`config.mk`:
```
export PLATFORM = sky130hd
export DESIGN_NAME = shd_front
export DESIGN_NICKNAME = d
export VERILOG_FILES = /design/src/rtl/shd_pkg.sv /design/src/rtl/shd_front.sv
export SDC_FILE = /design/constraint.sdc
export NUM_CORES = 1
export LEC_CHECK = 0
export ABC_AREA = 1
export BUFFER_PORTS_ARGS = -buffer_cell sky130_fd_sc_hd__buf_2
export CAP_MARGIN = 40
export CORE_ASPECT_RATIO = 0.8
export CORE_MARGIN = 2
export CORE_UTILIZATION = 35
export CTS_CLUSTER_DIAMETER = 120
export DETAILED_ROUTE_END_ITERATION = 8
export GPL_ROUTABILITY_DRIVEN = 0
export GPL_TIMING_DRIVEN = 0
export PLACE_DENSITY = 0.6
export SLEW_MARGIN = 10
export SYNTH_ARGS = -nofsm -noshare
export SYNTH_HDL_FRONTEND = slang
export SYNTH_SLANG_ARGS = --single-unit
```
`constraint.sdc`:
```
create_clock -name clk -period 0.96 [get_ports clk]
set_input_delay 0.192 -clock clk [delete_from_list [all_inputs] [get_ports clk]]
set_output_delay 0.192 -clock clk [all_outputs]
set_load 0.05 [all_outputs]
```
`src/rtl/shd_pkg.sv`:
```
package shd_pkg;
   typedef enum logic [1:0] {
      EDGE_NONE = 2'b00,
      EDGE_RISE = 2'b01,
      EDGE_FALL = 2'b10,
      EDGE_BOTH = 2'b11
   } edge_sel_e;
endpackage

```
`src/rtl/shd_front.sv`:
```
// Registers the previous sample and turns the stream into edge and transition events.
module shd_front #(
   parameter int NCH = 8
) (
   input  logic           clk,
   input  logic           rst_n,
   input  logic           smp_clk,
   input  logic [NCH-1:0] smp_data,
   input  logic [1:0]     cfg_edge,
   output logic           edge_hit,
   output logic [NCH-1:0] trans
);
   import shd_pkg::*;

   logic           primed;
   logic           clk_q;
   logic [NCH-1:0] data_q;

   always_ff @(posedge clk or negedge rst_n) begin
      if (!rst_n) begin
         primed   <= 1'b0;
         clk_q    <= 1'b0;
         data_q   <= '0;
         edge_hit <= 1'b0;
         trans    <= '0;
      end else begin
         primed   <= 1'b1;
         clk_q    <= smp_clk;
         data_q   <= smp_data;
         edge_hit <= primed & ((smp_clk & ~clk_q & cfg_edge[0]) |
                               (~smp_clk & clk_q & cfg_edge[1]));
         trans    <= primed ? (smp_data ^ data_q) : '0;
      end
   end

   // an edge event needs a level change and an enabled polarity
   p_edge_level_r6: assert property (@(posedge clk) disable iff (!rst_n)
      edge_hit |-> (clk_q != $past(clk_q)));
   p_edge_enabled_r6: assert property (@(posedge clk) disable iff (!rst_n)
      edge_hit |-> ($past(cfg_edge) != EDGE_NONE));
   // no transition may be formed against the pre-reset register value
   p_trans_primed_r9: assert property (@(posedge clk) disable iff (!rst_n)
      (trans != '0) |-> $past(primed));
endmodule

```
==> flow_summary_export.csv <==
group,metric,value,unit
floorplanning,start_util,36.26,%
sta,drv_slew,0,
yosys,synth-adder-area-share,0,%
yosys,yosys.area.top_type,"dfrtp_1",
global_route,grt_pass1_wl,1863,microns
global_route,overflow,0,
setup_path,worst-r2r-setup-slack,0.23,ns
sta,rsz0062_at_grt,"yes",
yosys,syn_area_per_cell,11.01,sq um
final_layout,final_area,888.4,sq um
routing,drc,0,
power_and_ir_drop,p_leak,0.4616,nW
final_layout,drive_gt1_share,39.53,%
power_and_ir_drop,ir_drop,1047,uV
yosys,yosysTopAreaCellShare,71.97,%
setup_path,cp_num_buf_inv,1,
yosys,synthMuxAreaShare,0,%
power_and_ir_drop,seq_power_share,57.4,%
setup_path,cp_slowest_stage_delay,0.39,ns
yosys,synth_compound_area_share,0.7576,%
power_and_ir_drop,comb_power_share,17.4,%
sta,finalSetupViolCount,9,
routing,drt_pre_antenna_iters,2,
job,max_cap_viol_count,0,
sta,finalHoldViolations,0,
routing,drtIter0Drc,1,
setup_path,arrival,0.83,ns
setup_path,endpoint_kind,"output port",
sta,holdWs,0.02130,ns
final_layout,synthToLayoutAreaGrowth,34.47,%
hold_path,hold_path.class,"input port to register",
floorplanning,die_h,42.86,microns
routing,viasPerCell,4.045,
yosys,synth_top_family_by_area,"simple AND/OR/NAND/NOR gates",
power_and_ir_drop,power,1.509,mW
setup_path,worstPathCellList,"buf_6",
final_layout,nets,100,
power_and_ir_drop,intPower,1.103,mW
yosys,synthTopCellsByArea,"dfrtp_1 (72%), nand2_1 (10%), nor2_2 (7.6%)",
yosys,synth_xor_area_share,0,%
final_layout,fin_util,48.76,%
outcome,violations,"negative setup slack",
sta,tns,-0.4509,ns
floorplanning,fp.coreArea,1822,sq um
final_layout,diodes,0,
yosys,synth_cells,60,
placement,post_dp_cell_area,795.8,sq um
clock_tree,path_clk_slew,0.10,ns
placement,io_buffer_count,21,
setup_path,cp_top_family,"flip-flops",
floorplanning,pin_count,22,
clock_tree,insertion_delay,0.28,ns
yosys,netlist_area,660.6,sq um
global_route,antenna_found_initial,0,
yosys,ys_types,9,
placement,dp_hpwl,716.7,microns
setup_path,cp_max_fo,1,
power_and_ir_drop,swShare,26.91,%
routing,routedWlPerCell,9.264,microns
routing,drt-total-wl,1019,microns
global_route,grt_pass1_vias,465,
setup_path,crit_path_start_kind,"register",
power_and_ir_drop,clkPwrFrac,25.2,%
yosys,synth_seq_area_share,71.97,%
outcome,status,"complete, but fails checks",
clock_tree,h-tree-depth,1,
floorplanning,fp.dieW,52.58,microns
global_route,grt_max_degree,20,
yosys,syn-num-nets,73,
clock_tree,cts_tree,"yes",
routing,vias,445,
clock_tree,clock_sinks,19,
sta,final.setup_skew,0.003817,ns
floorplanning,rows,14,
power_and_ir_drop,p_per_area,1698,nW/um^2
sta,period_minus_slack,1.019,ns
global_route,grt.total_usage,11.66,%
yosys,synth_warnings,0,
clock_tree,cts_buffers,3,
final_layout,n_fill_cell,173,
yosys,synth_seq_cells,19,
setup_path,slowest_stage,"dfrtp_1",
sta,period_share,106.2,%
floorplanning,die-area,2253,sq um
clock_tree,clock_path_buffers,2,
setup_path,worstSetupPathType,"register to output port",
sta,clock.fmax,981.0,MHz
routing,antenna_left,0,
sta,setup_ws,-0.05942,ns
power_and_ir_drop,p_switching,406.0,uW
yosys,synth_simple_gate_area_share,23.86,%
clock_tree,root_buffer,"clkbuf_4",
setup_path,crit_required,0.77,ns
cells in the mapped netlist, drive strengths merged:
master / count
a21oi: 1
buf: 1
conb: 1
dfrtp: 19
inv: 2
nand2: 19
nor2: 17
registers in the layout, summed over array words and instances, names as in the netlist:
name and count:
edge_hit 1, trans 8, clk_q 1, data_q 8, primed 1
cell type report:
cell class	instances	area [sq um]	area share (%)
Inverter	2	7.507	0.8451
Sequential cell	19	475.5	53.52
Tap cell	24	30.03	3.380
Timing Repair Buffer	22	171.4	19.30
Clock buffer	4	26.28	2.958
Multi-Input combinational cell	38	166.4	18.73
Buffer	1	11.26	1.268
power groups by stage:
| stage | logic [mW] | clock network (mW) | registers, mW |
|---|---|---|---|
| floorplan | 0.0574 | 0 | 0.968 |
| global placement | 0.227 | 0 | 0.876 |
| detailed placement | 0.232 | 0 | 0.876 |
| CTS | 0.266 | 0.415 | 0.867 |
| global route | 0.286 | 0.442 | 0.874 |
| finish | 0.262 | 0.380 | 0.867 |
cell families after synthesis:
kind of cell	after synthesis
AO/OA/AOI/OAI	1
buffers and inverters	3
flip-flops	19
other	1
AND/OR/NAND/NOR	36
repair_timing:
item | 4_1_cts | 5_1_grt
setup buffers | 0 | 0
setup endpoints to repair | 9 | 9
pin swaps | 0 | 0
gates resized for setup | 18 | 0
hold buffers | 1 | 0
endpoints found under the hold margin | 19 | 0
worst paths after layout:
check,startpoint,to,cells after the start
setup / recovery,trans[7],trans[7],1
hold / removal,smp_clk,clk_q,1
setup reg to reg,primed,trans[6],3
hold reg to reg,data_q[1],trans[1],2
max in group asynchronous,rst_n,trans[2],2
min in group asynchronous,rst_n,data_q[7],2
routing by layer:
| metal | track usage [%] | wire (microns) | vias up | share of wire, % |
|---|---|---|---|---|
| li1 | - | - | 231 | - |
| met1 | 14.12 | 474 | 199 | 47 |
| met2 | 18.75 | 463 | 15 | 45 |
| met3 | 6.338 | 82 | 0 | 8.0 |
| met4 | 1.538 | 0 | 0 | 0 |
| met5 | 0 | 0 | - | 0 |
per-stage QoR:
step | worst slack (ns) | cells
floorplan | 0.1821 | 60
global placement | 0.2053 | 105
detailed placement | 0.2053 | 105
CTS | -0.08039 | 110
global route | -0.1104 | 110
finish | -0.05942 | 110
layout by cell type, fill, tap and decap left out, drive strengths merged:
cell,netlist,routed
dlygate4sd3,0,1
inv,2,2
nand2,19,19
nor2,17,17
dfrtp,19,19
buf,1,22
conb,1,1
a21oi,1,1
clkbuf,0,4
No activity file was read; power rests on OpenSTA's default activity.
